--- src/rtl/cs_pkg.sv ---
package cs_pkg;
    typedef enum logic [2:0] {
        ST_IDLE,
        ST_LAUNCH,
        ST_SETUP,
        ST_STROBE,
        ST_GAP,
        ST_DONE
    } seq_state_t;

    localparam int PH_W = 2;
    localparam logic [PH_W-1:0] SETUP_TICKS_NORM = 2'd3;
    localparam logic [PH_W-1:0] SETUP_TICKS_FAST = 2'd1;
    localparam logic [PH_W-1:0] STROBE_TICKS     = 2'd3;
    localparam logic [PH_W-1:0] GAP_TICKS        = 2'd2;

    localparam logic [1:0] SPACE_IO   = 2'd0;
    localparam logic [1:0] SPACE_ATTR = 2'd1;
    localparam logic [1:0] SPACE_MEM  = 2'd2;
endpackage

--- src/rtl/cs_sync2.sv ---
module cs_sync2 (
    input  logic clk,
    input  logic rst_n,
    input  logic async_in,
    output logic sync_out
);
    logic meta_q;
    always_ff @(posedge clk or negedge rst_n) begin
        if (!rst_n) begin
            meta_q   <= 1'b0;
            sync_out <= 1'b0;
        end else begin
            meta_q   <= async_in;
            sync_out <= meta_q;
        end
    end
endmodule

--- src/rtl/cs_timing_sel.sv ---
module cs_timing_sel #(
    parameter int CNT_W  = 5,
    parameter int NSLOT  = 2,
    parameter int SLOT_W = 1,
    parameter int CFG_W  = NSLOT * (3 * CNT_W + 1)
) (
    input  logic [CFG_W-1:0]  cfg,
    input  logic [SLOT_W-1:0] slot,
    input  logic [1:0]        space,
    output logic [CNT_W-1:0]  cnt,
    output logic              fast
);
    import cs_pkg::*;
    localparam int FIELD_W = 3 * CNT_W + 1;

    int base;
    int sel;

    always_comb begin
        base = int'(slot) * FIELD_W;
        unique case (space)
            SPACE_IO:   sel = 0;
            SPACE_ATTR: sel = 1;
            default:    sel = 2;
        endcase
        cnt  = cfg[base + sel * CNT_W +: CNT_W];
        fast = cfg[base + 3 * CNT_W];
    end
endmodule

--- src/rtl/cs_tick_div.sv ---
module cs_tick_div #(
    parameter int CNT_W = 5
) (
    input  logic             clk,
    input  logic             rst_n,
    input  logic             clear,
    input  logic             hold,
    input  logic [CNT_W-1:0] limit,
    output logic             tick
);
    logic [CNT_W-1:0] div_q;

    assign tick = !clear && !hold && (div_q == limit);

    always_ff @(posedge clk or negedge rst_n) begin
        if (!rst_n) begin
            div_q <= '0;
        end else if (clear) begin
            div_q <= '0;
        end else if (!hold) begin
            if (div_q == limit) div_q <= '0;
            else                div_q <= div_q + 1'b1;
        end
    end
endmodule

--- src/rtl/card_strobe_seq.sv ---
module card_strobe_seq #(
    parameter int CNT_W  = 5,
    parameter int NSLOT  = 2,
    parameter int SLOT_W = (NSLOT > 1) ? $clog2(NSLOT) : 1,
    parameter int CFG_W  = NSLOT * (3 * CNT_W + 1)
) (
    input  logic              clk,
    input  logic              rst_n,
    input  logic              cfg_we,
    input  logic [CFG_W-1:0]  cfg_wdata,
    input  logic              start,
    input  logic [SLOT_W-1:0] slot,
    input  logic [1:0]        space,
    input  logic              is_write,
    input  logic              split16,
    input  logic              wait_req,
    output logic              addr_valid,
    output logic              rd_strobe,
    output logic              wr_strobe,
    output logic              done
);
    import cs_pkg::*;

    // configuration word: deliberately no reset, software programs it first
    logic [CFG_W-1:0] cfg_q;
    always_ff @(posedge clk) begin
        if (cfg_we) cfg_q <= cfg_wdata;
    end

    logic [CNT_W-1:0] sel_cnt;
    logic             sel_fast;

    cs_timing_sel #(.CNT_W(CNT_W), .NSLOT(NSLOT), .SLOT_W(SLOT_W), .CFG_W(CFG_W)) u_sel (
        .cfg   (cfg_q),
        .slot  (slot),
        .space (space),
        .cnt   (sel_cnt),
        .fast  (sel_fast)
    );

    logic wait_s;
    cs_sync2 u_sync (
        .clk      (clk),
        .rst_n    (rst_n),
        .async_in (wait_req),
        .sync_out (wait_s)
    );

    seq_state_t       state_q, state_d;
    logic [PH_W-1:0]  ph_q, ph_d;
    logic             half_q, half_d;
    logic [CNT_W-1:0] cnt_q;
    logic             fast_q, wr_q, split_q;
    logic             tick, tick_clear, tick_hold, phase_end;

    assign tick_clear = (state_q == ST_IDLE) || (state_q == ST_LAUNCH) || (state_q == ST_DONE);
    assign tick_hold  = wait_s && (state_q == ST_STROBE);
    assign phase_end  = tick && (ph_q == 2'd1);

    cs_tick_div #(.CNT_W(CNT_W)) u_div (
        .clk   (clk),
        .rst_n (rst_n),
        .clear (tick_clear),
        .hold  (tick_hold),
        .limit (cnt_q),
        .tick  (tick)
    );

    // next state
    always_comb begin
        state_d = state_q;
        ph_d    = ph_q;
        half_d  = half_q;
        if (tick && !phase_end) ph_d = ph_q - 2'd1;
        unique case (state_q)
            ST_IDLE: begin
                half_d = 1'b0;
                if (start) state_d = ST_LAUNCH;
            end
            ST_LAUNCH: begin
                state_d = ST_SETUP;
                ph_d    = fast_q ? SETUP_TICKS_FAST : SETUP_TICKS_NORM;
            end
            ST_SETUP: begin
                if (phase_end) begin
                    state_d = ST_STROBE;
                    ph_d    = STROBE_TICKS;
                end
            end
            ST_STROBE: begin
                if (phase_end) begin
                    if (split_q && !half_q) begin
                        state_d = ST_GAP;
                        ph_d    = GAP_TICKS;
                        half_d  = 1'b1;
                    end else begin
                        state_d = ST_DONE;
                    end
                end
            end
            ST_GAP: begin
                if (phase_end) begin
                    state_d = ST_STROBE;
                    ph_d    = STROBE_TICKS;
                end
            end
            ST_DONE: state_d = ST_IDLE;
            default: state_d = ST_IDLE;
        endcase
    end

    // state register and per-access context
    always_ff @(posedge clk or negedge rst_n) begin
        if (!rst_n) begin
            state_q <= ST_IDLE;
            ph_q    <= '0;
            half_q  <= 1'b0;
            cnt_q   <= '0;
            fast_q  <= 1'b0;
            wr_q    <= 1'b0;
            split_q <= 1'b0;
        end else begin
            state_q <= state_d;
            ph_q    <= ph_d;
            half_q  <= half_d;
            if (state_q == ST_IDLE && start) begin
                cnt_q   <= sel_cnt;
                fast_q  <= sel_fast;
                wr_q    <= is_write;
                split_q <= split16;
            end
        end
    end

    // outputs
    always_comb begin
        addr_valid = 1'b0;
        rd_strobe  = 1'b0;
        wr_strobe  = 1'b0;
        done       = 1'b0;
        unique case (state_q)
            ST_LAUNCH, ST_SETUP, ST_GAP: addr_valid = 1'b1;
            ST_STROBE: begin
                addr_valid = 1'b1;
                rd_strobe  = !wr_q;
                wr_strobe  = wr_q;
            end
            ST_DONE: done = 1'b1;
            default: ;
        endcase
    end
endmodule

--- config.mk ---
export PLATFORM = sky130hd
export DESIGN_NAME = card_strobe_seq
export DESIGN_NICKNAME = d
export VERILOG_FILES = /design/src/rtl/cs_pkg.sv /design/src/rtl/cs_sync2.sv /design/src/rtl/cs_timing_sel.sv /design/src/rtl/cs_tick_div.sv /design/src/rtl/card_strobe_seq.sv
export SDC_FILE = /design/constraint.sdc
export NUM_CORES = 1
export LEC_CHECK = 0
export ABC_AREA = 1
export CORE_MARGIN = 2
export CORE_UTILIZATION = 40
export DETAILED_ROUTE_END_ITERATION = 16
export PLACE_DENSITY = 0.66
export SYNTH_ARGS = -nofsm -noshare
export SYNTH_HDL_FRONTEND = slang
export SYNTH_SLANG_ARGS = --single-unit
--- constraint.sdc ---
create_clock -name clk -period 3 [get_ports clk]
set_input_delay 0.3 -clock clk [delete_from_list [all_inputs] [get_ports clk]]
set_output_delay 0.3 -clock clk [all_outputs]
set_load 0.02 [all_outputs]
==> results of run 1 <==
[cells by family after synthesis]
group / synth area share
fa+ha+maj: 0.0103
flops: 0.612
buf+inv: 0.0587
compound gates: 0.104
simple gates: 0.194
xor+xnor: 0.0216
[layout by cell type (no fill, tap or decap), types with 2 or more instances in the layout]
master and count:
a21oi_1 3, a2bb2oi_1 2, clkbuf_8 6, clkdlybuf4s50_1 45, dfrtp_1 21, edfxtp_1 32, ha_1 2, inv_1 21
inv_2 5, nand2_1 45, nand2_2 3, nand2_4 4, nand3_1 14, nand4_1 3, nor2_1 24, o211ai_1 7
o21a_1 2, o21ai_0 12, o21ai_1 4, o21ai_2 3, o22ai_1 5, xnor2_1 4, xor2_1 2
[how the worst max path moves through the flow]
stage,end
after global routing,rd_strobe
final,wr_strobe
after CTS,wr_strobe
after global placement,rd_strobe
after detailed placement,cnt_q[4]$_DFFE_PN0P_
after floorplan,rd_strobe
[area by class of cell]
type / count / area (µm²)
fill: 553 / 2830
sequential: 53 / 1490
multi-input combinational: 146 / 801
timing repair buffer: 46 / 458
inverter: 28 / 121
tap: 75 / 93.8
clock buffer: 6 / 82.6
clock inverter: 2 / 17.5
[stage by stage]
step	setup slack, ps	area [µm²]	std cells	total power, mW	util
after floorplan	1640	2430	231	1.66	-
after global placement	1190	2960	348	1.88	0.503
after detailed placement	1140	2960	348	1.90	0.503
after CTS	805	3060	356	2.34	0.520
after global routing	715	3060	356	2.49	0.520
final	829	3060	356	2.31	0.520
[registers in the layout, indices dropped and copies added, names as in the netlist]
signal,cells
split_q,1
u_sync.sync_out,1
wr_q,1
cfg_q,32
u_sync.meta_q,1
cnt_q,5
half_q,1
state_q,3
fast_q,1
u_div.div_q,5
ph_q,2
[where the power goes]
group | internal (mW) | switching, mW | total, mW | leakage, nW
clock network | 0.192 | 0.240 | 0.432 | 0.0518
logic | 0.358 | 0.498 | 0.856 | 0.634
registers | 0.920 | 0.105 | 1.02 | 0.574
total | 1.47 | 0.843 | 2.31 | 1.26
[layer usage]
layer	GRT usage	part of all wire	vias to the layer above
met5	0	0	-
met4	0.0667	0.023	0
met3	0.0418	0.049	11
met2	0.246	0.46	42
met1	0.209	0.47	785
li1	-	-	881
[critical path: stages, from the launching register on]
cell and delay (ps):
dfrtp_1 400, bufinv_8 220, nor2_8 140, inv_1 100, nor2_1 90, clkdlybuf4s50_1 600
==> results.md, run 1 <==
- The flow ran to the end, and the final reports show no timing, DRC or antenna violations.
- The number of cells on the worst reg-to-reg path is 7.
- In this run the mean area of a mapped cell was 10.5 µm².
- The area fraction of the dominant cell type after synthesis is 0.395.
- The worst hold slack is 366 ps.
- The clock transition time at the flip-flop clock pins of the worst setup and hold paths is 90 ps.
- The total clock buffers created by CTS is 5.
- At the worst endpoint, the arrival time is 1870 ps.
- The latest clock arrival within the worst-skew pair is 310 ps.
- The floorplan step set the die width to 81.9 µm.
- The count of cells resized by post-cts repair is 0.
- For this block, the initial DRC count from the detailed router was 47.
- The class of the worst hold path is flop to flop.
- The initial antenna violation count is 0.
- The setup check on the worst reg-to-reg path leaves a slack of 1480 ps.
- The top flip-flop cell by instance count after synthesis is edfxtp_1.
- The worst setup path is captured at an output port.
- The number of buffers inserted by port buffering is 45.
- The required time of the critical path is 2700 ps.
- Tracing the worst setup path back leads to its startpoint at state_q[1]$_DFFE_PN0P_.
- The TritonCTS sink count is 53.
- The congestion estimate from routability-driven global placement came to 0.873.
- The TritonCTS clock tree is built.
- The type of origin of the critical path is a flop.
- The area of the core region is 5890 µm².
- The count of hold-fix buffers inserted at cts is 0.
- The max-slew violation count came to 0.
- The count of nets left with antenna violations once routing finished came out at 0.
- By count the netlist is led by 45 x nand2_1, 32 x edfxtp_1, 24 x nor2_1.
- Using the TritonRoute via totals, the vias-per-cell ratio works out to 4.83.
- The total leakage power is 1.26 nW.
- The fraction of layout cells with a size suffix above 1 is 0.107.
- Setup repair after global routing left no endpoint under its margin.
- The net count reported at finish is 324.
- For hold timing, the worst endpoint is u_sync.sync_out$_DFF_PN0_.
- Derived from the worst setup path, the maximum achievable clock frequency is 461 MHz.
- For this run, the register share of the synthesized area comes to 0.612.
- The number of global-route vias before repair is 1738.
- The clock skew after layout is 8.24 ps.
- Yosys attributes the largest share of cell area to edfxtp_1 40%, dfrtp_1 22%, nand2_1 7.0%, nor2_1 3.7%, inv_1 3.2%.
- The area of the die is 6710 µm².
- The synthesized netlist occupies a cell area of 2430 µm².
- The number of nets in the synthesized netlist is 275.
- The hold violation total from the final report was 0.
- After legalization and detailed placement, the total HPWL measured 3550 µm.
- The count of pins on the block boundary is 46.
- Measured against its own limit, the worst slew margin works out to 0.357.
- Synthesis produced 231 cells.
- The critical path is of the flop to output port type.
- In the routed design, unresolved DRC markers number 0.
- The vertical die dimension is 81.9 µm.
- The warning count from the yosys run is 0.
- Counting instances, the worst hold path has a depth of 0.
- The leading area contributor after synthesis is edfxtp_1.
- Clock tree synthesis selected as its root buffer the cell clkbuf_8.
- The worst-case IR drop observed on VDD is 0.458 mV.
- The per-cell routed wire length is 13.0 µm.
- In this run the post-CTS setup repair buffer count came out at 0.
- The first global-routing pass estimated 7960 µm of wire.
- The origin of the worst min-delay path is u_sync.meta_q$_DFF_PN0_.
- The ratio of total power to cell area is 756 nW/µm².
- The number of distinct library cells after synthesis is 33.
- The initial core utilization is 0.413.
- The maximum clock insertion buffer count is 2.
- The endpoint of the worst register-to-register path is cnt_q[1]$_DFFE_PN0P_.
- The proportion of register bits with asynchronous set or reset after synthesis is 0.396.
- After routing, the total negative slack on setup checks comes to 0 ps.
- In this run, synthesis inferred 32 flip-flops with an integrated enable.
- Of the available clock period, the critical path in the final layout requires 0.724.
- The H-tree was split into 2 levels.
- The pin count of the biggest net entering global routing is 33.
- The worst register-to-register path begins at state_q[1]$_DFFE_PN0P_.
- nand2_1 is the most common cell in the netlist.
- The initialized floorplan defines 28 standard-cell rows.
- Summed over all layers, the routed wires come to 4640 µm.
- The pin slew with the least headroom to its limit is 962 ps.
- The total grt overflow is 0.
- Across the run, the number of max-cap violations was 0.
- The register bit total from synthesis is 53.
- The maximum net fanout on the critical path is 5.
- The final route contains 1719 vias.
- 0 antenna diodes ended up in the layout.
- For this run, the total global-route usage over all layers was measured as 0.158.
- For this run, the detailed router's first-pass iteration total came to 4.
- For the finished layout, the period the worst path requires is 2170 ps.
- From synthesis to final layout, the design area changed by 26.0%.
- Setup violations remaining at the end of the flow were counted as 0.
No activity file was read; power rests on OpenSTA's default activity.
==> run 2: changes to the inputs <==
==> constraint.sdc (replaced) <==
create_clock -name clk -period 2 [get_ports clk]
set_input_delay 0.2 -clock clk [delete_from_list [all_inputs] [get_ports clk]]
set_output_delay 0.2 -clock clk [all_outputs]
set_load 0.02 [all_outputs]
==> results.md, run 2 (synthesis gave the netlist of run 1 again) <==
- Result of the run: finished clean (unchanged).
- The per-cell routed wire length is 12.7 µm (was 13.0 µm).
- The average via count per standard cell was 4.96 (was 4.83).
- The total grt overflow is 0 (unchanged).
- The remaining antenna violation count is 0 (unchanged).
- The count of buffers added by post-CTS timing repair for setup is 0 (unchanged).
- The pin count of the biggest net entering global routing is 33 (unchanged).
- The diode insertion count for antenna repair was 0 (unchanged).
- Counting I/O delays and the setup requirement, the final critical path takes 1780 ps.
- The cell internal power dissipation is 2.29 mW (was 1.47 mW).
- The wire length of the first global-routing pass is 7680 µm (was 7960 µm).
- The remaining routing DRC violations is 0 (unchanged).
- The sum of net half-perimeters after detailed placement came to 3520 µm (was 3550 µm).
- The slowest cell on the critical path was dfrtp_1 (was clkdlybuf4s50_1).
- The endpoint class of the critical path is an output port (unchanged).
- The TritonCTS clock tree is built (unchanged).
- The number of H-tree levels is 2 (unchanged).
- The type of the setup path with the least slack is flop to output port (unchanged).
- The pre-CTS worst setup slack is 266 ps (was 1140 ps).
- The maximum ir drop on the vdd rail is 0.636 mV (was 0.458 mV).
- The clock skew after layout is 4.93 ps (was 8.24 ps).
- The pin slew with the least headroom to its limit is 395 ps (was 962 ps).
- The max-slew violation count is 0 (unchanged).
- The latest clock arrival within the worst-skew pair is 300 ps (was 310 ps).
- The ratio of total power to cell area was 1140 nW/µm² (was 756 nW/µm²).
- The number of buffers inserted by port buffering came to 45 (unchanged).
- The clock transition time at the flip-flop clock pins of the worst setup and hold paths is 100 ps (was 90 ps).
- The cell family with the largest share of critical-path delay is buffers and inverters (unchanged).
- The switching power as a share of total power is 0.353 (was 0.365).
- The total clock buffers created by CTS is 5 (unchanged).
- The final routed wirelength across all metal layers is 4560 µm (was 4640 µm).
- The type of origin of the critical path was a flop (unchanged).
- The count of hold-fix buffers inserted at cts is 0 (unchanged).
- The worst hold slack was 238 ps (was 366 ps).
- The count of endpoints failing setup in the final report is 0 (unchanged).
- The vertical die dimension is 81.9 µm (unchanged).
- The chip width is 81.9 µm (unchanged).
- The reported net switching power is 1.25 mW (was 0.843 mW).
- The area growth from synthesis to layout is 27.3% (was 26.0%).
- Critical path cell sequence: inv_2, nand2_4, nor2_8, inv_1, nor2_1, dlygate4sd2_1 (was bufinv_8, nor2_8, inv_1, nor2_1, clkdlybuf4s50_1).
- The TritonCTS sink count came to 53 (unchanged).
- The first-iteration detailed-routing DRC count was 89 (was 47).
- The hold violation total from the final report was 0 (unchanged).
- The footprint of the multi-input gates was 801 µm² (unchanged).
- The clock root buffer is clkbuf_8 (unchanged).
- The class of the worst hold path is primary input to async pin (was flop to flop).
- The part of the cycle the worst path needs is 0.888.
- The clock network fraction of total power came to 0.211 (was 0.187).
- The area of the core region is 5890 µm² (unchanged).
- The fraction of layout cells with a size suffix above 1 was 0.113 (was 0.107).
- Registers with the highest flip-flop counts: cfg_q: 32 flops, cnt_q: 5 flops, u_div.div_q: 5 flops (unchanged).
- The fraction of power consumed by combinational cells is 0.357 (was 0.370).
- RSZ-0062 raised after global routing: no (unchanged).
- The worst max-slew margin expressed relative to the limit was 0.736 (was 0.357).
- The number of vias in the routed layout is 1776 (was 1719).
- The number of global-route vias before repair is 1691 (was 1738).
- The total placed cells including tap cells was 350 (was 348).
- The weighted congestion reported at the end of routability-driven placement is 0.877 (was 0.873).
- Leaving out fill and tap cells, the most frequent cell in the layout is nand2_1.
- The number of detailed-route iterations in the first pass is 5 (was 4).
- The initial antenna violation count is 0 (unchanged).
- The register name with the most flops is cfg_q (unchanged).
- The final cell count without fillers came to 358 (was 356).
- The register share of total power is 0.432 (was 0.443).
- The count of pins on the block boundary was 46 (unchanged).
- The area occupied by registers was 1490 µm² (unchanged).
- The max-cap check violation count is 0 (unchanged).
- The number of placement rows is 28 (unchanged).
- The maximum clock insertion buffer count is 2 (unchanged).
- The required time of the critical path is 1800 ps (was 2700 ps).
- The arrival time at the worst endpoint is 1580 ps (was 1870 ps).
- The worst setup slack after layout came to 223 ps (was 829 ps).
- The peak per-stage delay on the critical path is 420 ps (was 600 ps).
- The maximum net fanout on the critical path is 5 (unchanged).
- The net count reported at finish came to 326 (was 324).
- Most frequent cells in the layout: 45 x nand2_1, 41 x clkdlybuf4s50_1, 32 x edfxtp_1 (was 45 x nand2_1, 45 x clkdlybuf4s50_1, 32 x edfxtp_1).
- The area of the die came to 6710 µm² (unchanged).
- The number of flip-flops under the largest register name is 32 (unchanged).
- The total global-route track usage is 0.151 (was 0.158).
- The initial core utilization was 0.413 (unchanged).
- The total negative slack for setup checks is 0 ps (unchanged).
- Derived from the worst setup path, the maximum achievable clock frequency is 563 MHz.
- The critical path buffer and inverter count came to 3 (unchanged).
- The total leakage power is 1.31 nW (was 1.26 nW).
- The filler cell count in the final layout is 536 (was 553).
- The total design power is 3.54 mW (was 2.31 mW).
-- run 2: worst reg2reg max path, cell delays in order, from the launching register on --
cell and delay [ps]:
dfrtp_1 410, bufinv_8 220, nand2_2 90, nor2_2 150, nand2_2 120, inv_2 190, nand3_1 110, o21a_1 110
-- run 2: repair_timing --
item / 4_1_cts / 5_1_grt
cloned: 0 / 0
gates resized for setup: 2 / 2
setup endpoints to repair: 2 / 2
-- run 2: layer usage --
metal	vias up	wire (µm)	GRT usage
met5	-	0	0
met4	0	67	0.0517
met3	6	275	0.0429
met2	57	2170	0.238
met1	825	2050	0.201
li1	888	-	-
-- run 2: area by class of cell --
class,instances,area share
flip-flops and latches,53,0.480
multi-input cells,146,0.259
repair buffers,48,0.154
inverters,28,0.0392
well taps,75,0.0303
clock buffers,5,0.0222
clock inverters,3,0.0154
-- run 2: worst paths after layout --
kind                                              start                   endpoint  slack [ps]  depth (start not counted)
min in group clk                               wait_req    u_sync.meta_q$_DFF_PN0_         340                          1
worst max register to register   state_q[1]$_DFFE_PN0P_       cnt_q[1]$_DFFE_PN0P_         500                          7
worst max-delay path             state_q[2]$_DFFE_PN0P_                  rd_strobe         220                          6
worst min-delay path                              rst_n         half_q$_DFFE_PN0P_         240                          2
worst min register to register  u_sync.meta_q$_DFF_PN0_  u_sync.sync_out$_DFF_PN0_         370                          0
max in group asynchronous                         rst_n           wr_q$_DFFE_PN0P_        1550                          2
-- run 2: power groups by stage --
stage	Combinational (mW)	Sequential (mW)	Clock [mW]
2_1_floorplan	0.971	1.52	0
3_3_place_gp	1.27	1.55	0
3_5_place_dp	1.29	1.55	0
4_1_cts	1.29	1.53	0.777
5_1_grt	1.43	1.56	0.815
6_report	1.26	1.53	0.747
-- run 2: per-stage QoR --
| stage | util | cell area (µm²) |
|---|---|---|
| CTS | 0.525 | 3090 |
| global route | 0.526 | 3090 |
| global placement | 0.506 | 2980 |
| finish | 0.526 | 3090 |
| floorplan | - | 2430 |
| detailed placement | 0.506 | 2980 |
